[config.mk]
export PLATFORM = sky130hd
export DESIGN_NAME = lbist_mult
export DESIGN_NICKNAME = d
export VERILOG_FILES = /design/src/rtl/lbist_mult.sv
export SDC_FILE = /design/constraint.sdc
export NUM_CORES = 1
export LEC_CHECK = 0
export BUFFER_PORTS_ARGS = -buffer_cell sky130_fd_sc_hd__buf_2
export CORE_MARGIN = 2
export CORE_UTILIZATION = 36
export CTS_CLUSTER_SIZE = 25
export DETAILED_ROUTE_END_ITERATION = 12
export PLACE_DENSITY_LB_ADDON = 0.15
export SLEW_MARGIN = 40
export SYNTH_ARGS = -nofsm -noshare
export SYNTH_HDL_FRONTEND = slang
export SYNTH_SLANG_ARGS = --single-unit
export TNS_END_PERCENT = 5
[constraint.sdc]
create_clock -name clk -period 1.9 [get_ports clk]
set_input_delay 0.57 -clock clk [delete_from_list [all_inputs] [get_ports clk]]
set_output_delay 0.57 -clock clk [all_outputs]
set_load 0.005 [all_outputs]
[src/rtl/lbist_mult.sv]
`timescale 1ns/1ps
module lbist_mult #(
  parameter int OPW = 2,
  parameter logic [2*OPW-1:0] SEED   = 'b0001,
  parameter logic [2*OPW-1:0] TAPS   = 'b1100,
  parameter logic [2*OPW-1:0] GOLDEN = 'b0100
) (
  input  logic            clk,
  input  logic            rst,
  input  logic            start,
  input  logic            fault_sel,
  output logic            busy,
  output logic            done,
  output logic            pass,
  output logic            fail,
  output logic [2*OPW-1:0] signature
);
  localparam int PW  = 2 * OPW;
  localparam int RUN = (1 << PW) - 1;
  localparam int CW  = $clog2(RUN + 1);

  logic [PW-1:0] lfsr, prod_ok, prod_bad, prod, sig_nxt;
  logic [CW-1:0] cnt;
  logic [OPW-1:0] op_a, op_b;

  assign op_a = lfsr[PW-1:OPW];
  assign op_b = lfsr[OPW-1:0];

  always_comb begin
    prod_ok = '0;
    for (int i = 0; i < OPW; i++)
      if (op_b[i]) prod_ok = prod_ok + (PW'(op_a) << i);
  end

  assign prod_bad = {prod_ok[PW-1:2], prod_ok[1] | op_b[OPW-1], 1'b0};
  assign prod     = fault_sel ? prod_bad : prod_ok;
  assign sig_nxt  = {signature[PW-2:0], ^(signature & TAPS)} ^ prod;

  always_ff @(posedge clk) begin
    if (rst) begin
      lfsr <= SEED; signature <= '0; cnt <= '0;
      busy <= 1'b0; done <= 1'b0; pass <= 1'b0; fail <= 1'b0;
    end else begin
      done <= 1'b0;
      if (busy) begin
        lfsr      <= {lfsr[PW-2:0], ^(lfsr & TAPS)};
        signature <= sig_nxt;
        cnt       <= cnt + 1'b1;
        if (cnt == CW'(RUN - 1)) begin
          busy <= 1'b0;
          done <= 1'b1;
          pass <= (sig_nxt == GOLDEN);
          fail <= (sig_nxt != GOLDEN);
        end
      end else if (start) begin
        lfsr <= SEED; signature <= '0; cnt <= '0;
        busy <= 1'b1; pass <= 1'b0; fail <= 1'b0;
      end
    end
  end

  // patterns stay nonzero and wrap back to the seed after a full period
  p_nonzero_r1: assert property (@(posedge clk) disable iff (rst) busy |-> lfsr != '0);
  p_wrap_r1:    assert property (@(posedge clk) disable iff (rst) done |-> lfsr == SEED);
  // verdict outputs are exclusive and only set at run end
  p_excl_r4:    assert property (@(posedge clk) disable iff (rst) !(pass && fail));
  p_clear_r4:   assert property (@(posedge clk) disable iff (rst) busy |-> !pass && !fail);
  // last counted step ends the run
  p_len_r5:     assert property (@(posedge clk) disable iff (rst)
                  busy && cnt == CW'(RUN - 1) |=> done && !busy);
  // done is a single pulse; verdict holds while idle
  p_pulse_r6:   assert property (@(posedge clk) disable iff (rst) done |=> !done);
  p_hold_r6:    assert property (@(posedge clk) disable iff (rst)
                  !busy && !start |=> $stable(pass) && $stable(fail));
  // start during a run does not restart the count
  p_ignore_r7:  assert property (@(posedge clk) disable iff (rst)
                  busy && start && cnt != CW'(RUN - 1) |=> busy && cnt == $past(cnt) + 1'b1);
endmodule

Word level (Yosys, flattened, before mapping)
Cells that the tools add are included.
W data, S select, Z words.
{"block": "totals", "ff_bits": 16, "latch_bits": 0, "mem_bits_rw": 0, "romBits": 0, "output_inout_bits": 8, "n_memories": 0}
{"block": "op_classes", "add_sub_neg": 2, "multipliers": 0, "n_div": 0, "order_cmp": 0, "n_eq_ne": 4, "shifts": 0, "n_mux": 17, "n_bitwise": 3, "reduce_logical": 5}
{"operator": "$mux W4", "count": 6}
{"operator": "$mux W1", "count": 9}
{"operator": "$reduce_xor A4 Y1", "count": 2}
{"operator": "$add A2 B3 Y4", "count": 1}
{"operator": "$add A4 B1 Y4 const B", "count": 1}
{"operator": "$eq A4 B3 Y1 const B", "count": 1}
{"operator": "$eq A4 B4 Y1 const B", "count": 1}
{"operator": "$mux W2", "count": 2}
{"operator": "$ne A4 B3 Y1 const B", "count": 1}
{"operator": "$xor A4 B4 Y4", "count": 1}
{"operator": "$ne A2 B1 Y1 const B", "count": 1}
{"operator": "$reduce_and A2 Y1", "count": 1}
{"operator": "$reduce_bool A2 Y1", "count": 1}
{"operator": "$reduce_or A2 Y1", "count": 1}
{"operator": "$not A1 Y1", "count": 1}
{"operator": "$or A1 B1 Y1", "count": 1}

Logic depth before layout (Yosys ltp)
{"block": "depth", "ltp_word": 9, "depth_mapped": 7}

Worst setup path after synthesis
OpenSTA, ideal clock, no wires.
{"block": "synth_path", "path_type": "reg-to-reg", "startpoint": "reg lfsr[0]", "endpoint": "reg fail", "setup_ns": 0.117, "arrival_time_ns": 1.607, "required_time_ns": 1.783, "setup_slack_ns": 0.176, "stages_incl_launch_ff": 8, "path_buffers": 0, "path_cell_list": "dfxtp_1 and2_1 ha_1 ha_1 xor2_1 o32ai_1 o2111ai_1 a32o_1"}
{"block": "synth_via", "elab_chain_len": 9}
{"item": "start: declaration", "line_no": "22", "source": "logic [PW-1:0] lfsr, prod_ok, prod_bad, prod, sig_nxt;"}
{"item": "start signal: assignment", "line_no": "46", "source": "lfsr <= {lfsr[PW-2:0], ^(lfsr & TAPS)};"}
{"item": "$mux W2 *", "line_no": "32", "source": "if (op_b[i]) prod_ok = prod_ok + (PW'(op_a) << i);"}
{"item": "$add A2 B3 Y4", "line_no": "32"}
{"item": "$mux W4 *", "line_no": "32"}
{"item": "$or A1 B1 Y1", "line_no": "35", "source": "assign prod_bad = {prod_ok[PW-1:2], prod_ok[1] | op_b[OPW-1], 1'b0};"}
{"item": "$mux W2", "line_no": "36", "source": "assign prod = fault_sel ? prod_bad : prod_ok;"}
{"item": "$xor A4 B4 Y4 *", "line_no": "37", "source": "assign sig_nxt = {signature[PW-2:0], ^(signature & TAPS)} ^ prod;"}
{"item": "$ne A4 B3 Y1 *", "line_no": "53", "source": "fail <= (sig_nxt != GOLDEN);"}
{"item": "$mux W1 *", "line_no": "49", "source": "if (cnt == CW'(RUN - 1)) begin"}
{"item": "$mux W1 *", "line_no": "45", "source": "if (busy) begin"}
{"item": "end signal: assignment", "line_no": "53"}
{"item": "end: declaration", "line_no": "15", "source": "output logic fail,"}
Every way passes the cells marked *; elsewhere a longest branch is shown, timed or not. The select of a mux whose other input is x is not followed.
A chain may end at the register's enable or synchronous reset.

Worst setup path in the final report
Ends and elaborated chain as after synthesis.

==> summary.md <==
| Metric | Value |
|---|---|
| Outcome | `finished, final reports clean` |
| I/O pin count | `12` |
| Number of nets in the layout | `114` |
| DRC violation count after routing | `0` |
| Period utilisation layout | `93.2%` |
| Worst Skew | `0.00500 ns` |
| Number of setup violations in the final report | `0` |
| TritonCTS buffer count | `3` |
| Slew @ Worst Pin | `0.463 ns` |
| Clock Pin Slew Worst Setup and Hold Paths | `0.10 ns` |
| CTS max path bufs | `2` |
| Antenna Nets Post-Route | `0` |
| Share of the synthesized area in the top cell type | `39.1%` |
| Unrepaired setup endpoints after global routing | `false` |
| Ys Warns | `0` |
| Post-CTS Setup Repair Bufs | `0` |
| Yosys reg bits | `16` |
| First-pass DRT Iterations | `4` |
| Largest net degree at the start of global routing | `16` |
| R2R Setup Slk | `0.13 ns` |
| Antenna Cells | `0` |
| Post-route cell area | `961 µm²` |
| Crit path kind | `reg -> reg` |
| Worst Hold Class | `reg -> reg` |
| Mapped Area | `820 µm²` |
| Root Buffer | `clkbuf_4` |
| Setup_tns | `0 ns` |
| CORE AREA | `0.00219 mm²` |
| Final Power | `633 µW` |
| Part of the Yosys area used for sequential elements | `39.1%` |
| Gate Count Post-Synth | `93` |
| Leakage power | `0.376 nW` |
| Hold depth | `1` |
| Worst r2r path cells | `7` |
| Per-cell routed wire length | `12.5 µm` |
| GRT Residual Overflow | `0` |
| CP endpoint kind | `flip-flop` |
| Max Slew Vio Count | `0` |
| Clk_lat worst skew | `0.28 ns` |
| Placed inst area | `897 µm²` |
| Vias in the first global route | `728` |
| Die Wd | `51.7 µm` |
| Global-route wire length before repair | `3040 µm` |
| Layout cell share with drive strength beyond 1 | `21.9%` |
| CP Data Arrival Time | `1.95 ns` |
| Max Cap Viol | `0` |
| Die area | `0.00267 mm²` |
| PD cells | `659 mW/mm²` |
| Initial antenna violation count | `0` |
| Area added between synthesis and finish | `17.3%` |
| Worst vdd ir | `0.303 mV` |
| WL final | `1670 µm` |
| Commonest non-fill, non-tap cell in the layout | `dfxtp_1` |
| Top cells by area, synth | `dfxtp_1 39%, a21oi_1 7.3%, nor3b_1 6.4%` |
| Num rows | `17` |
| Drt via density | `5.26` |
| Setup crit end | `fail` |
| Sink Count | `16` |
| Commonest cells after routing, fill and taps aside | `15 x dfxtp_1, 12 x a21oi_1, 11 x buf_2` |
| Port bufs | `11` |
| Final min period | `1.77 ns` |
| CP Launch Type | `flip-flop` |
| Worst slew margin | `69.1%` |
| Total GRT Usage | `15.1%` |
| Initial Utilization | `37.4%` |
| Reg-to-Reg End | `fail` |
| Vias | `699` |
| CP Max Fanout | `5` |
| Critical Path Start | `lfsr[0]` |
| Maximum clock frequency | `565 MHz` |
| CTS tree | `done` |
| Post-Syn Nets | `101` |
| DRT iter0 DRCs | `6` |
| Yosys top cell by area | `dfxtp_1` |
| Worst reg2reg startpoint | `lfsr[0]` |
| Fin. Hold Viols | `0` |
| Post-Syn Area per Cell | `8.81 µm²` |
| H-tree depth | `1` |
| Data required, critical path | `2.08 ns` |
| Post-synth cell types | `33` |
| Die Height | `51.7 µm` |
| Final Wtd Congestion | `0.771` |
| Post-DP HPWL | `1220 µm` |
flip-flops by register name, summed over array words and instances, names as in the netlist:
signal / cells
busy: 1
pass: 1
cnt: 4
fail: 1
lfsr: 4
signature: 4
done: 1
critical path, stage by stage, from the launching register on:
cell and delay (ns):
dfxtp_2 0.35, and2_1 0.15, ha_1 0.21, ha_4 0.28
nand2_1 0.08, o32ai_2 0.23, o2111ai_2 0.14, a32o_1 0.22
worst min-delay path by stage:
| stage | startpoint | to | slack [ns] |
|---|---|---|---|
| 2_1_floorplan | cnt[2] | cnt[2] | 0.49 |
| 3_3_place_gp | fail | fail | 0.49 |
| 3_5_place_dp | fail | fail | 0.49 |
| 4_1_cts | fail | fail | 0.51 |
| 5_1_grt | fail | fail | 0.56 |
| 6_report | fail | fail | 0.51 |
Yosys cell counts:
cell type  instances
and4_1             1
a32o_1             1
nand4_1            1
nand3_1            1
o32ai_1            1
or2_2              1
xnor2_1            5
nand2b_1           1
nand2_1            3
a21oi_1           12
o21ai_0            2
a21o_1             1
nand3b_1           4
xor2_1             1
a31oi_1            1
dfxtp_1           16
nor2_1            10
buf_6              1
o22a_1             1
o2111ai_1          1
ha_1               4
buf_2              1
and3b_2            1
mux2i_1            1
clkbuf_1           3
and2_1             1
a41oi_1            1
o21ba_1            1
o21ai_1            1
inv_1              3
nand4b_1           1
nor3b_1            7
nor3_1             3
per-layer routing:
metal / up-vias / wire (µm) / track usage [%]
met4: 0 / 9 / 7.89
met1: 331 / 798 / 18.3
met2: 6 / 821 / 25.4
li1: 360 / - / -
met3: 2 / 37 / 2.59
met5: - / 0 / 0
logic make-up (layout without fill, tap and decap cells):
family          after synthesis  after routing  share of synthesized area [%]
simple gates                 35             35                           24.9
buf+inv                       8             20                           4.73
flops                        16             16                           39.1
xor+xnor                      6              6                           6.41
mux                           1              1                           1.22
fa+ha+maj                     4              4                           6.11
compound gates               23             23                           17.6
final cells by class:
cell class | count | area, µm²
repair buffers | 13 | 70.1
fillers | 217 | 1230
multi-input cells | 69 | 487
inverters | 3 | 11.3
clock buffers | 4 | 36.3
flip-flops and latches | 16 | 322
well taps | 28 | 35.0
through the flow:
step                      instances  utilization [%]  setup WS [ns]  hold slack, ns
after global routing            133             43.9         0.0286           0.563
after detailed placement        129             40.9         0.0706           0.488
after global placement          129             40.9          0.114           0.487
after floorplan                  93                -          0.176           0.492
final                           133             43.9          0.129           0.506
after CTS                       133             42.6         0.0683           0.511
repair_timing:
action | CTS | global route
endpoints found under the setup margin | 0 | 2
hold buffers | 0 | 0
hold endpoints to repair | 0 | 0
resized for setup | 0 | 5
where the power goes:
| group | internal [mW] | switching [mW] | total (mW) |
|---|---|---|---|
| Clock | 0.117 | 0.110 | 0.226 |
| Combinational | 0.0212 | 0.0273 | 0.0485 |
| Sequential | 0.343 | 0.0147 | 0.358 |
(Power assumes the default switching activity.)
